**src/rtl/i2stx_pkg.sv**
```systemverilog
package i2stx_pkg;
  // width of the in-slot bit position counter
  localparam int POS_W = 6;

  typedef struct packed {
    logic             tick;        // bit-clock falling point: data advances
    logic             frameStart;  // last bit of right slot: next frame loads
    logic             flush;       // transmit enable just dropped
    logic             txOn;        // transmit enable level
    logic             chanR;       // current slot is the right channel
    logic [POS_W-1:0] bitPos;      // bit position inside the slot
  } strobe_t;
endpackage

```
**src/rtl/i2stx_ctrl.sv**
```systemverilog
module i2stx_ctrl
  import i2stx_pkg::*;
#(
  parameter int DIV_W = 8
) (
  input  logic             clk,
  input  logic             rstN,
  input  logic             txEnable,
  input  logic             cntEnable,
  input  logic [DIV_W-1:0] divCfgIn,
  input  logic [POS_W-1:0] slotCfgIn,
  output logic             sckLvl,
  output logic             wsLvl,
  output strobe_t          strb
);
  logic [DIV_W-1:0] divCfg, divCnt;
  logic [POS_W-1:0] slotCfg, pos;
  logic             sckInt, wsReg, txPrev;
  logic             divHit;

  assign divHit = (divCnt == divCfg);

  always_ff @(posedge clk) begin
    if (!rstN) begin
      divCfg  <= '0;
      slotCfg <= '0;
      divCnt  <= '0;
      pos     <= '0;
      sckInt  <= 1'b0;
      wsReg   <= 1'b0;
      txPrev  <= 1'b0;
    end else begin
      txPrev <= txEnable;
      if (!cntEnable) begin
        divCfg  <= divCfgIn;
        slotCfg <= slotCfgIn;
        divCnt  <= '0;
        pos     <= '0;
        sckInt  <= 1'b0;
        wsReg   <= 1'b0;
      end else if (divHit) begin
        divCnt <= '0;
        sckInt <= ~sckInt;
        if (sckInt) begin
          if (pos == slotCfg) begin
            pos   <= '0;
            wsReg <= ~wsReg;
          end else begin
            pos <= pos + 1'b1;
          end
        end
      end else begin
        divCnt <= divCnt + 1'b1;
      end
    end
  end

  always_comb begin
    strb.tick       = cntEnable & divHit & sckInt;
    strb.frameStart = strb.tick & (pos == slotCfg) & wsReg;
    strb.flush      = txPrev & ~txEnable;
    strb.txOn       = txEnable;
    strb.chanR      = wsReg;
    strb.bitPos     = pos;
  end

  assign sckLvl = sckInt;
  assign wsLvl  = wsReg;
endmodule

```
**src/rtl/i2stx_datapath.sv**
```systemverilog
module i2stx_datapath
  import i2stx_pkg::*;
#(
  parameter int FIFO_BYTES = 128,
  parameter int IRQ_BLOCK  = 64,
  parameter int SAMPLE_W   = 16
) (
  input  logic       clk,
  input  logic       rstN,
  input  logic       wrEn,
  input  logic [7:0] wrData,
  input  logic       monoMode,
  input  strobe_t    strb,
  output logic       sdOut,
  output logic       irqOut,
  output logic       emptyOut
);
  localparam int AW         = $clog2(FIFO_BYTES);
  localparam int BLK_W      = $clog2(IRQ_BLOCK);
  localparam int WORD_W     = 2 * SAMPLE_W;
  localparam int WORD_BYTES = WORD_W / 8;

  logic [7:0]          mem [FIFO_BYTES];
  logic [AW:0]         wrPtr, rdPtr, level, nextRd;
  logic [WORD_W-1:0]   fifoWord, frame;
  logic [SAMPLE_W-1:0] hold, slot, shifted;
  logic                phase, sdReg, irqReg;
  logic                full, wordAvail, wrOk, pop;

  assign level     = wrPtr - rdPtr;
  assign full      = (level == (AW+1)'(FIFO_BYTES));
  assign wordAvail = (level >= (AW+1)'(WORD_BYTES));
  assign wrOk      = wrEn & ~full & ~strb.flush;
  assign nextRd    = rdPtr + (AW+1)'(WORD_BYTES);
  assign pop       = strb.frameStart & strb.txOn & wordAvail & ~(monoMode & phase);

  // gather one word starting at the read pointer, first byte most significant
  for (genvar g = 0; g < WORD_BYTES; g++) begin : g_rd
    logic [AW-1:0] rdAddr;
    assign rdAddr = rdPtr[AW-1:0] + AW'(g);
    assign fifoWord[WORD_W-1-8*g -: 8] = mem[rdAddr];
  end

  always_ff @(posedge clk) begin
    if (wrOk) mem[wrPtr[AW-1:0]] <= wrData;
  end

  // bit selection: shifting past the sample width yields zero padding
  always_comb begin
    slot    = strb.chanR ? frame[SAMPLE_W-1:0] : frame[WORD_W-1:SAMPLE_W];
    shifted = slot << strb.bitPos;
  end

  always_ff @(posedge clk) begin
    if (!rstN || strb.flush) begin
      wrPtr  <= '0;
      rdPtr  <= '0;
      frame  <= '0;
      hold   <= '0;
      phase  <= 1'b0;
      sdReg  <= 1'b0;
      irqReg <= 1'b0;
    end else begin
      irqReg <= 1'b0;
      if (wrOk) wrPtr <= wrPtr + 1'b1;
      if (pop) begin
        rdPtr  <= nextRd;
        irqReg <= (nextRd[BLK_W-1:0] == '0);
      end
      if (!strb.txOn) begin
        frame <= '0;
        phase <= 1'b0;
        sdReg <= 1'b0;
      end else begin
        if (strb.tick) sdReg <= shifted[SAMPLE_W-1];
        if (strb.frameStart) begin
          if (!monoMode) begin
            frame <= wordAvail ? fifoWord : '0;
          end else if (!phase) begin
            if (wordAvail) begin
              frame <= {fifoWord[WORD_W-1:SAMPLE_W], fifoWord[WORD_W-1:SAMPLE_W]};
              hold  <= fifoWord[SAMPLE_W-1:0];
              phase <= 1'b1;
            end else begin
              frame <= '0;
            end
          end else begin
            frame <= {hold, hold};
            phase <= 1'b0;
          end
        end
      end
    end
  end

  assign sdOut    = sdReg;
  assign irqOut   = irqReg;
  assign emptyOut = (level == '0);
endmodule

```
**src/rtl/i2s_fifo_tx.sv**
```systemverilog
module i2s_fifo_tx
  import i2stx_pkg::*;
#(
  parameter int DIV_W      = 8,
  parameter int FIFO_BYTES = 128,
  parameter int IRQ_BLOCK  = 64,
  parameter int SAMPLE_W   = 16
) (
  input  logic             clk,
  input  logic             rstN,
  input  logic             wrEn,
  input  logic [7:0]       wrData,
  input  logic             txEnable,
  input  logic             cntEnable,
  input  logic             monoMode,
  input  logic             fallEdge,
  input  logic [DIV_W-1:0] divCfg,
  input  logic [POS_W-1:0] slotCfg,
  output logic             sck,
  output logic             ws,
  output logic             sd,
  output logic             irq,
  output logic             fifoEmpty
);
  strobe_t strb;
  logic    sckLvl;

  i2stx_ctrl #(.DIV_W(DIV_W)) u_ctrl (
    .clk       (clk),
    .rstN      (rstN),
    .txEnable  (txEnable),
    .cntEnable (cntEnable),
    .divCfgIn  (divCfg),
    .slotCfgIn (slotCfg),
    .sckLvl    (sckLvl),
    .wsLvl     (ws),
    .strb      (strb)
  );

  i2stx_datapath #(
    .FIFO_BYTES (FIFO_BYTES),
    .IRQ_BLOCK  (IRQ_BLOCK),
    .SAMPLE_W   (SAMPLE_W)
  ) u_dp (
    .clk      (clk),
    .rstN     (rstN),
    .wrEn     (wrEn),
    .wrData   (wrData),
    .monoMode (monoMode),
    .strb     (strb),
    .sdOut    (sd),
    .irqOut   (irq),
    .emptyOut (fifoEmpty)
  );

  assign sck = sckLvl ^ fallEdge;
endmodule

```
**config.mk**
```make
export PLATFORM = sky130hd
export DESIGN_NAME = i2s_fifo_tx
export DESIGN_NICKNAME = d
export VERILOG_FILES = /design/src/rtl/i2stx_pkg.sv /design/src/rtl/i2stx_ctrl.sv /design/src/rtl/i2stx_datapath.sv /design/src/rtl/i2s_fifo_tx.sv
export SDC_FILE = /design/constraint.sdc
export NUM_CORES = 1
export LEC_CHECK = 0
export BUFFER_PORTS_ARGS = -buffer_cell sky130_fd_sc_hd__buf_4
export CORE_MARGIN = 10
export CORE_UTILIZATION = 57
export CTS_CLUSTER_DIAMETER = 150
export DETAILED_ROUTE_END_ITERATION = 12
export PLACE_DENSITY = 0.88
export SYNTH_ARGS = -nofsm -noshare
export SYNTH_HDL_FRONTEND = slang
export SYNTH_SLANG_ARGS = --single-unit
```
**constraint.sdc**
```tcl
create_clock -name clk -period 3.3 [get_ports clk]
set_input_delay 0.66 -clock clk [delete_from_list [all_inputs] [get_ports clk]]
set_output_delay 0.66 -clock clk [all_outputs]
set_load 0.01 [all_outputs]
```
Word level (Yosys, flattened, before mapping)
Memory sizes are Yosys's and may differ from the RTL's. A register that Yosys moved wholly into a read port is not among the register bits.
Cells that the tools add are included.
- register bits: 98
- memory bits (writable): 1024
- input port bits: 29
- output and inout bits: 5
- logic and storage cells: 74
- memories: 1
- $add $sub $neg: 8
- order comparisons: 1
- equal/unequal tests: 3
- shift operators: 1
- muxes and demuxes: 12
- bitwise gates (word level): 22
- reductions and logical operators: 12
- memory list (memory ; depth ; bits a word ; rd ports ; clocked after memory_dff ; wr ports ; line ; source):
    u_dp.mem ; 128 ; 8 ; 4 ; 1 ; 1 ; i2stx_datapath.sv:23 ; logic [7:0] mem [FIFO_BYTES];
- operators by type and width (kind ; number):
    32-bit 2-to-1 mux ; 4
    8-bit by 1-bit adder with 8-bit output (second input constant) ; 2
    16-bit 2-to-1 mux ; 1
    16-bit by 6-bit left shift with 16-bit output ; 1
    7-bit by 2-bit adder with 7-bit output (second input constant) ; 2
    7-bit 2-to-1 mux ; 2
    1-bit bitwise AND ; 11
    1-bit NOT ; 10
    8-bit by 3-bit adder with 8-bit output (second input constant) ; 1
    8-bit == test ; 1
    8-bit == test (second input constant) ; 1
    8-bit by 3-bit greater-or-equal comparator with 1-bit output (second input constant) ; 1
    8-bit logical NOT ; 1
    8-bit subtractor ; 1
    7-bit by 1-bit adder with 7-bit output (second input constant) ; 1
    6-bit by 1-bit adder with 6-bit output (second input constant) ; 1
    6-bit == test ; 1
    6-bit logical NOT ; 1
    6-bit 2-to-1 mux ; 1
    2-bit AND reduction ; 3
    5-bit AND reduction ; 1
    1-bit 2-to-1 mux ; 4
    2-bit OR reduction ; 2
    3-bit AND reduction ; 1
    other kinds (4) ; 4

Longest topological paths before layout
Gate-level depths: netlist (run 1).
- depth in word-level cells: 10
- gate-level depth with buffers: 14
- mapped depth without buffers: 10

Hierarchy
From an unflattened synthesis (run 1), not the netlist that was laid out.
- cells, all modules: 2607
- area total of the unflattened synthesis: 44846.8 µm²
- modules (own cells, without submodules) (module ; instances ; cells an instance ; area an instance (µm²) ; seq. area each (µm²)):
    i2stx_datapath ; 1 ; 2453 ; 43424.1 ; 32150.8
    i2stx_ctrl ; 1 ; 153 ; 1413.9 ; 620.6
    i2s_fifo_tx ; 1 ; 1 ; 8.8 ; 0.0

Worst setup path before layout (run 1)
No wires, ideal clock.
- path type: register to register
- start: register u_dp.rdPtr[5]
- end: memory u_dp.mem[121][0], enable pin
- setup time: 0.371 ns
- arrival time: 3.249 ns
- setup slack: -0.320 ns
- cell stages (with the launch flop): 15
- path buffers: 5
- cell sequence: dfxtp_1 > clkbuf_1 > clkbuf_1 > inv_1 > ha_1 > o21ai_0 > a21oi_1 > o32ai_1 > a311oi_1 > buf_2 > o21a_1 > buf_2 > nand4_1 > clkbuf_1 > nor2_1
- cells in the longest elaborated chain, start to end: 7
- RTL lines (item ; line ; source):
    from (decl) ; i2stx_datapath.sv:24 ; logic [AW:0] wrPtr, rdPtr, level, nextRd;
    from (signal assigned) ; i2stx_datapath.sv:67 ; rdPtr <= nextRd;
    8-bit subtractor ; i2stx_datapath.sv:30 ; assign level = wrPtr - rdPtr;
    8-bit == test ; i2stx_datapath.sv:31 ; assign full = (level == (AW+1)'(FIFO_BYTES));
    1-bit NOT ; i2stx_datapath.sv:33 ; assign wrOk = wrEn & ~full & ~strb.flush;
    1-bit bitwise AND (2 in series) ; i2stx_datapath.sv:33 ;
    1-bit 2-to-1 mux ; i2stx_datapath.sv:45 ; if (wrOk) mem[wrPtr[AW-1:0]] <= wrData;
    1-bit 2-to-1 mux (not written as such) ; i2stx_datapath.sv:45 ;
    to (decl) ; i2stx_datapath.sv:23 ;
No other way between the ends.

Final worst setup path (run 1)
- start: register u_dp.wrPtr[2]
- end: output port fifoEmpty
- cells in the longest elaborated chain, start to end: 2
- RTL lines (item ; line ; source):
    from (decl) ; i2stx_datapath.sv:24 ;
    from (signal assigned) ; i2stx_datapath.sv:65 ; if (wrOk) wrPtr <= wrPtr + 1'b1;
    8-bit subtractor ; i2stx_datapath.sv:30 ;
    8-bit logical NOT ; i2stx_datapath.sv:98 ; assign emptyOut = (level == '0);
    to (decl) ; i2s_fifo_tx.sv:23 ; output logic fifoEmpty
No other way between the ends.

==> results of run 1 <==
[state kept, by name (all words and copies together), names as in the netlist, named ones only]
signal	cells
u_ctrl.slotCfg	6
u_ctrl.sckLvl	1
u_dp.phase	1
u_dp.sdOut	1
u_dp.mem	1024
u_ctrl.divCnt	8
u_dp.hold	16
u_dp.wrPtr	8
u_ctrl.txPrev	1
u_dp.frame	32
u_ctrl.pos	6
u_dp.irqOut	1
u_dp.rdPtr	6
u_ctrl.wsLvl	1
u_ctrl.divCfg	8
[stage by stage]
stage | power (uW) | TNS (ns)
after global placement | 16390 | 0
after CTS | 28940 | -0.07729
after floorplan | 16050 | 0
after detailed placement | 16420 | -0.3443
final | 28890 | -0.04176
after global routing | 29530 | -0.06407
[critical path, delay by kind of cell, from the launching register on]
family | cells | cell delay, ns
AOI/OAI and AO/OA | 1 | 0.17
xor gates and xnor gates | 1 | 0.15
adders and majority gates | 2 | 0.50
buffers and inverters | 2 | 0.18
DFF | 1 | 0.35
and+or+nand+nor | 3 | 0.65
[where the power goes]
group          switching, uW  internal, uW
logic                    427           136
clock network           5420          7340
registers               20.5         15600
total                   5870         23000
[repair_timing]
item                       4_1_cts  5_1_grt
setup buffers                    2        1
gates resized for setup          8       19
pin swaps                        1        4
setup endpoints to repair       45      609
[kinds of logic after synthesis]
| group | share of synthesized area |
|---|---|
| AO/OA/AOI/OAI | 0.05411 |
| XOR/XNOR | 0.007109 |
| adder cells (fa/ha/maj) | 0.003272 |
| buffers and inverters | 0.01625 |
| flip-flops | 0.7389 |
| multiplexers | 0.1328 |
| AND/OR/NAND/NOR | 0.04762 |
[cell type report]
class                      count  share of cell area
clock inverter                77             0.01701
tap                         1040             0.02563
multi-input combinational   1254              0.2262
antenna                        1          0.00004929
inverter                      11           0.0008133
clock buffer                 126             0.05557
timing repair buffer         171             0.02881
sequential                  1125              0.6459
[cell usage after synthesis, types with 3 or more instances]
cell type  count  share of area
a211oi_1      24         0.0041
a21oi_1       69         0.0078
a22o_1        24         0.0047
a22oi_1       64          0.011
and2_1         5        0.00071
and3_1         4        0.00056
buf_1          9        0.00076
buf_2         44         0.0050
buf_4         14         0.0024
clkbuf_1      81         0.0069
dfxtp_1      101          0.046
edfxtp_1    1024           0.69
ha_1          10         0.0028
inv_1         10        0.00085
mux2i_1      262          0.059
mux4_2       145          0.074
nand2_1       67         0.0057
nand2b_1       7        0.00099
nand3_1       30         0.0034
nand3b_1       5        0.00085
nand4_1       15         0.0021
nor2_1       174          0.015
nor2b_1       19         0.0027
nor3_1        29         0.0033
nor4_1        25         0.0035
o21ai_0       48         0.0054
o21ai_1       25         0.0028
o221ai_1      31         0.0061
o22a_1         7         0.0014
o22ai_1       62         0.0087
or2_2          3        0.00042
or3_1         25         0.0035
or4_1         18         0.0030
xnor2_1       24         0.0047
xor2_1        12         0.0024
[metal layers]
metal,vias to the layer above,routed length [um],GRT usage
met5,-,0,0
met4,0,6056,0.1175
met3,390,11000,0.05198
met2,1730,53950,0.3990
met1,12840,39850,0.3101
li1,10490,-,-
[worst max-delay path by stage]
stage | endpoint | slack, ns | start | depth (start not counted)
6_report | fifoEmpty | -0.04 | u_dp.wrPtr[2] | 9
5_1_grt | fifoEmpty | -0.06 | u_dp.wrPtr[2] | 9
4_1_cts | fifoEmpty | -0.08 | u_dp.wrPtr[2] | 9
3_5_place_dp | u_dp.mem[101][5] | -0.03 | u_dp.wrPtr[2] | 11
3_3_place_gp | u_dp.mem[124][1] | 0.13 | u_dp.wrPtr[2] | 12
2_1_floorplan | u_dp.mem[104][0] | 0.06 | u_dp.rdPtr[4] | 13
==> summary.md, run 1 <==
| Metric | Value |
|---|---|
| Post-layout util | 0.6564 |
| Worst-path clk slew | 0.06 ns |
| Final setup vio count | 1 |
| Post-synthesis sequential area ratio | 0.7389 |
| Worst Path Max Fanout | 2 |
| Highest cell delay on the worst timing path | 0.35 ns |
| Residual DRC count | 0 |
| RSZ-0062 raised after global routing | true |
| Hold path endpoint | u_ctrl.slotCfg[1] |
| Pins over their slew limit | 0 |
| Static leakage | 0.01536 uW |
| Beginning of the worst register-to-register path | u_dp.rdPtr[4] |
| WL final | 110900 um |
| Worst path required time | 2.64 ns |
| CTS Buffer Depth | 3 |
| Wirelength per Cell | 29.14 um |
| Die Wd | 298.9 um |
| Final min period | 3.342 ns |
| Clock Sinks | 1125 |
| Max cap viols | 0 |
| R2R setup slack | 0.06 ns |
| FF+latch area | 32790 um^2 |
| Layout cells sized above 1 | 0.2145 |
| Skew-Pair Late Insertion Delay | 0.69 ns |
| I/O pin count | 34 |
| Hold Vio Cnt, Final | 0 |
| Number of synthesized flops with an enable pin | 1024 |
| Area grow syn2layout | 14.47% |
| Final GP Congestion | 0.9644 |
| Number of buffers added on ports | 33 |
| Gr ovfl total | 0 |
| Critical path startpoint category | flop |
| Root buf cell | clkbuf_16 |
| Synth Flop Type | edfxtp_1 |
| First-pass GRT wire length | 165500 um |
| DP Cell Count | 3599 |
| Synth warn | 0 |
| Commonest cells after routing, fill and taps aside | 1024 x edfxtp_1, 262 x mux2i_1, 156 x buf_4 |
| Hold Path Stages | 3 |
| Iter 0 DRT Violations | 3856 |
| Nets@finish | 2711 |
| Row Count | 102 |
| Setup ws final | -0.04176 ns |
| DRT Pass-1 Iters | 6 |
| Area of placed instances | 46970 um^2 |
| Initial Utilization | 0.5735 |
| Slowest cell on crit path | dfxtp_2 |
| DIE AREA | 89370 um^2 |
| Cells after synthesis | 2540 |
| Worst-Margin Slew | 1.018 ns |
| GRT Total Usage | 0.2441 |
| Period Utilization, post-route | 1.013 |
| Asr flop ratio synth | 0 |
| Synth cell types | 54 |
| Final instance area | 50770 um^2 |
| Synthesized Nets | 2580 |
| Final HPWL DP | 67720 um |
| FF-to-FF path depth | 10 |
| Clock Skew | 0.03546 ns |
| CP arrival | 2.68 ns |
| Post-DRT Antenna Nets | 0 |
| Failing checks | setup timing |
| Post-Syn Area | 44350 um^2 |
| R2R Path End | u_dp.mem[101][4] |
| Finished Layout Cells | 3805 |
| Crit path capture type | primary output |
| Multi-input logic area | 11480 um^2 |
| Hold_buf cts | 0 |
| Pwr dens | 569.1 nW/um^2 |
| Vias | 25450 |
| Yosys reg bits | 1125 |
| Rel. slew slack | 0.3211 |
| Vias per inst | 6.690 |
| Die height | 298.9 um |
| Worst hold path class | input pin to flop |
| Mean post-synth cell area | 17.46 um^2 |
| Critical path type | flop to primary output |
| Fmax | 299.2 MHz |
| Run status | finished, violations left |
| Peak VDD IR | 0.0009107 V |
| Total CTS buffers | 108 |
| CTS tree | built |
| Critical path, cell by cell | inv_2 -> ha_4 -> fa_2 -> nand2b_4 -> a21oi_4 -> xnor2_2 -> and3_1 -> and3_4 -> buf_6 |
| Most common cell after layout, fill and taps aside | edfxtp_1 |
| Worst slack, placed | -0.03460 ns |
| H-tree Lvls | 3 |
| # fillers | 4847 |
| HP Start | slotCfg[1] |
| Vias in the first global route | 25580 |
| CORE AREA | 77340 um^2 |
| Worst hold slack | 0.2272 ns |
| Pin count of the biggest net entering global routing | 120 |
| Initial antenna violation count | 0 |
Note: power is estimated with default switching activity, not from simulation.
==> run 2, diff against run 1 <==
--- a/config.mk
+++ b/config.mk
@@ -7,7 +7,7 @@
 export LEC_CHECK = 0
 export BUFFER_PORTS_ARGS = -buffer_cell sky130_fd_sc_hd__buf_4
 export CORE_MARGIN = 10
-export CORE_UTILIZATION = 57
+export CORE_UTILIZATION = 60
 export CTS_CLUSTER_DIAMETER = 150
 export DETAILED_ROUTE_END_ITERATION = 12
 export PLACE_DENSITY = 0.88
==> constraint.sdc (replaced) <==
create_clock -name clk -period 3.9 [get_ports clk]
set_input_delay 0.78 -clock clk [delete_from_list [all_inputs] [get_ports clk]]
set_output_delay 0.78 -clock clk [all_outputs]
set_load 0.01 [all_outputs]
==> run 2 against run 1 <==
Compared with the run above:
- the flow now finishes without violations
- combinational power is 22% lower
- clock power is 20% lower
- via count is 1.4% higher
- core utilization is 2.4 points higher
- register-to-register slack better by 0.39 ns
- sequential power is 15% lower
- power is 18% lower
- critical path type unchanged
- critical endpoint unchanged
- largest cell class unchanged
- largest power group unchanged
==> summary.md, run 2 (synthesis gave the netlist of run 1 again) <==
| Metric | Value |
|---|---|
| Run status | finished, final reports clean |
| Row Count | 99 (-2.9%) |
| Die Wd | 291.9 um (-2.4%) |
| Setup ws final | 0.1323 ns (+0.1741 ns) |
| Post-DRT Antenna Nets | 0 (unchanged) |
| Most common cell after layout, fill and taps aside | edfxtp_1 |
| DRT Pass-1 Iters | 6 (unchanged) |
| Antenna Cells | 0 (-1) |
| Number of buffers added on ports | 33 (unchanged) |
| CTS Buffer Depth | 3 (unchanged) |
| Area grow syn2layout | 12.06% |
| Peak VDD IR | 0.0004694 V (-48%) |
| GRT Total Usage | 0.2579 (+0.01380) |
| Crit path capture type | primary output |
| Pwr dens | 479.2 nW/um^2 (-16%) |
| Crit. Startpoint | u_dp.wrPtr[2] |
| Max cap viols | 0 (unchanged) |
| Static leakage | 0.01523 uW (-0.85%) |
| Area of placed instances | 46290 um^2 (-1.4%) |
| Initial Utilization | 0.6069 (+0.03340) |
| Root buf cell | clkbuf_16 |
| Final instance area | 49700 um^2 (-2.1%) |
| FF-to-FF path depth | 11 (+1) |
| Final setup vio count | 0 (-1) |
| Clock Sinks | 1125 (unchanged) |
| Vias per inst | 6.954 (+4.0%) |
| Skew-Pair Late Insertion Delay | 0.67 ns (-0.02 ns) |
| # fillers | 4254 (-12%) |
| Period Utilization, post-route | 0.9661 |
| RSZ-0062 raised after global routing | false |
| Fmax | 265.4 MHz |
| Layout cells sized above 1 | 0.1799 (-0.03467) |
| DR WL met3 | 12870 um (+17%) |
| Critical path type | flop to primary output |
| Final min period | 3.768 ns |
| Beginning of the worst register-to-register path | u_dp.wrPtr[2] |
| Max reg flops | 1024 (unchanged) |
| CP endpoint | fifoEmpty |
| Final GP Congestion | 0.9793 (+1.5%) |
| Hold_buf cts | 0 (unchanged) |
| Vias in the first global route | 25050 (-2.1%) |
| Worst-Margin Slew | 1.317 ns (+0.2988 ns) |
| CTS tree | built |
| Final HPWL DP | 64990 um (-4.0%) |
| Worst slack, placed | 0.4287 ns (+0.4633 ns) |
| Max Used Layer | met4 |
| Worst hold path class | input pin to flop |
| Residual DRC count | 0 (unchanged) |
| CP arrival | 2.99 ns (+0.31 ns) |
| Critical path startpoint category | flop |
| Pin count of the biggest net entering global routing | 136 (+13%) |
| Met1 WL | 40620 um (+1.9%) |
| DR WL met2 | 52620 um (-2.5%) |
| R2R Path End | u_dp.mem[76][2] |
| First-pass GRT wire length | 165500 um (about the same) |
| R2R setup slack | 0.45 ns (+0.39 ns) |
| Rel. slew slack | 0.1219 (-0.1992) |
| Pins over their slew limit | 0 (unchanged) |
| Iter 0 DRT Violations | 3878 (+0.57%) |
| Setup TNS | 0 ns (+0.04176 ns) |
| CORE AREA | 73080 um^2 (-5.5%) |
| I/O pin count | 34 (unchanged) |
| DIE AREA | 85200 um^2 (-4.7%) |
| Nets@finish | 2708 (-0.11%) |
| Vias | 25810 (+1.4%) |
| Post-layout util | 0.6801 (+0.02361) |
| Hold Vio Cnt, Final | 0 (unchanged) |
| Die height | 291.9 um (-2.4%) |
| Total CTS buffers | 104 (-3.7%) |
| WL final | 111800 um (+0.81%) |
| Worst Path Max Fanout | 7 (+5) |
| Commonest cells after routing, fill and taps aside | 1024 x edfxtp_1, 262 x mux2i_1, 172 x nor2_1 |
| H-tree Lvls | 3 (unchanged) |
| Worst path required time | 3.12 ns (+0.48 ns) |
| Worst-path clk slew | 0.07 ns (about the same) |
| Gr ovfl total | 0 (unchanged) |
| Wirelength per Cell | 30.11 um (+3.4%) |
| Clock Skew | 0.02859 ns (-0.006876 ns) |
| Initial antenna violation count | 0 (unchanged) |
run 2: worst min-delay path by stage:
stage	from	end	slack [ns]	cells past startpoint
4_1_cts	slotCfg[5]	u_ctrl.slotCfg[5]	0.36	3
5_1_grt	divCfg[2]	u_ctrl.divCfg[2]	0.39	3
6_report	slotCfg[5]	u_ctrl.slotCfg[5]	0.38	3
3_3_place_gp	u_dp.hold[14]	u_dp.hold[14]	0.44	2
3_5_place_dp	u_dp.hold[11]	u_dp.hold[11]	0.45	2
2_1_floorplan	u_dp.hold[14]	u_dp.hold[14]	0.44	2
run 2: per-layer routing:
layer | track usage | vias up
li1 | - | 10470
met1 | 0.3488 | 12940
met2 | 0.4016 | 2093
met3 | 0.05190 | 301
met4 | 0.1242 | 0
met5 | 0 | -
run 2: report_power, final:
part / internal (uW) / switching (uW)
Sequential: 13200 / 18.1
Combinational: 97.8 / 341
Clock: 5770 / 4430
run 2: stage by stage:
stage | power (uW) | hold WS (ns) | cells
floorplan | 13570 | 0.4367 | 2540
global placement | 13840 | 0.4439 | 3521
detailed placement | 13860 | 0.4489 | 3521
CTS | 23840 | 0.3615 | 3711
global route | 24350 | 0.3945 | 3711
finish | 23820 | 0.3783 | 3711
run 2: final cells by class:
class	count	area, um^2	area share
Clock buffer	122	2743	0.05518
Clock inverter	68	664.4	0.01337
Inverter	11	41.29	0.0008308
Multi-Input combinational cell	1254	10870	0.2187
Sequential cell	1125	32790	0.6597
Tap cell	959	1200	0.02414
Timing Repair Buffer	172	1391	0.02799
run 2: worst max-delay path, stage by stage (launching register included):
cell and delay, ns:
dfxtp_2 0.38, inv_1 0.12, ha_1 0.23, fa_1 0.39
nand2b_1 0.18, a21oi_1 0.16, xnor2_1 0.17, and3_4 0.27
and3_2 0.27, buf_4 0.15
run 2: what timing repair did:
action	CTS	global route
setup buffers	0	0
endpoints found under the setup margin	1	1
cloned	0	0
gates resized for setup	1	3
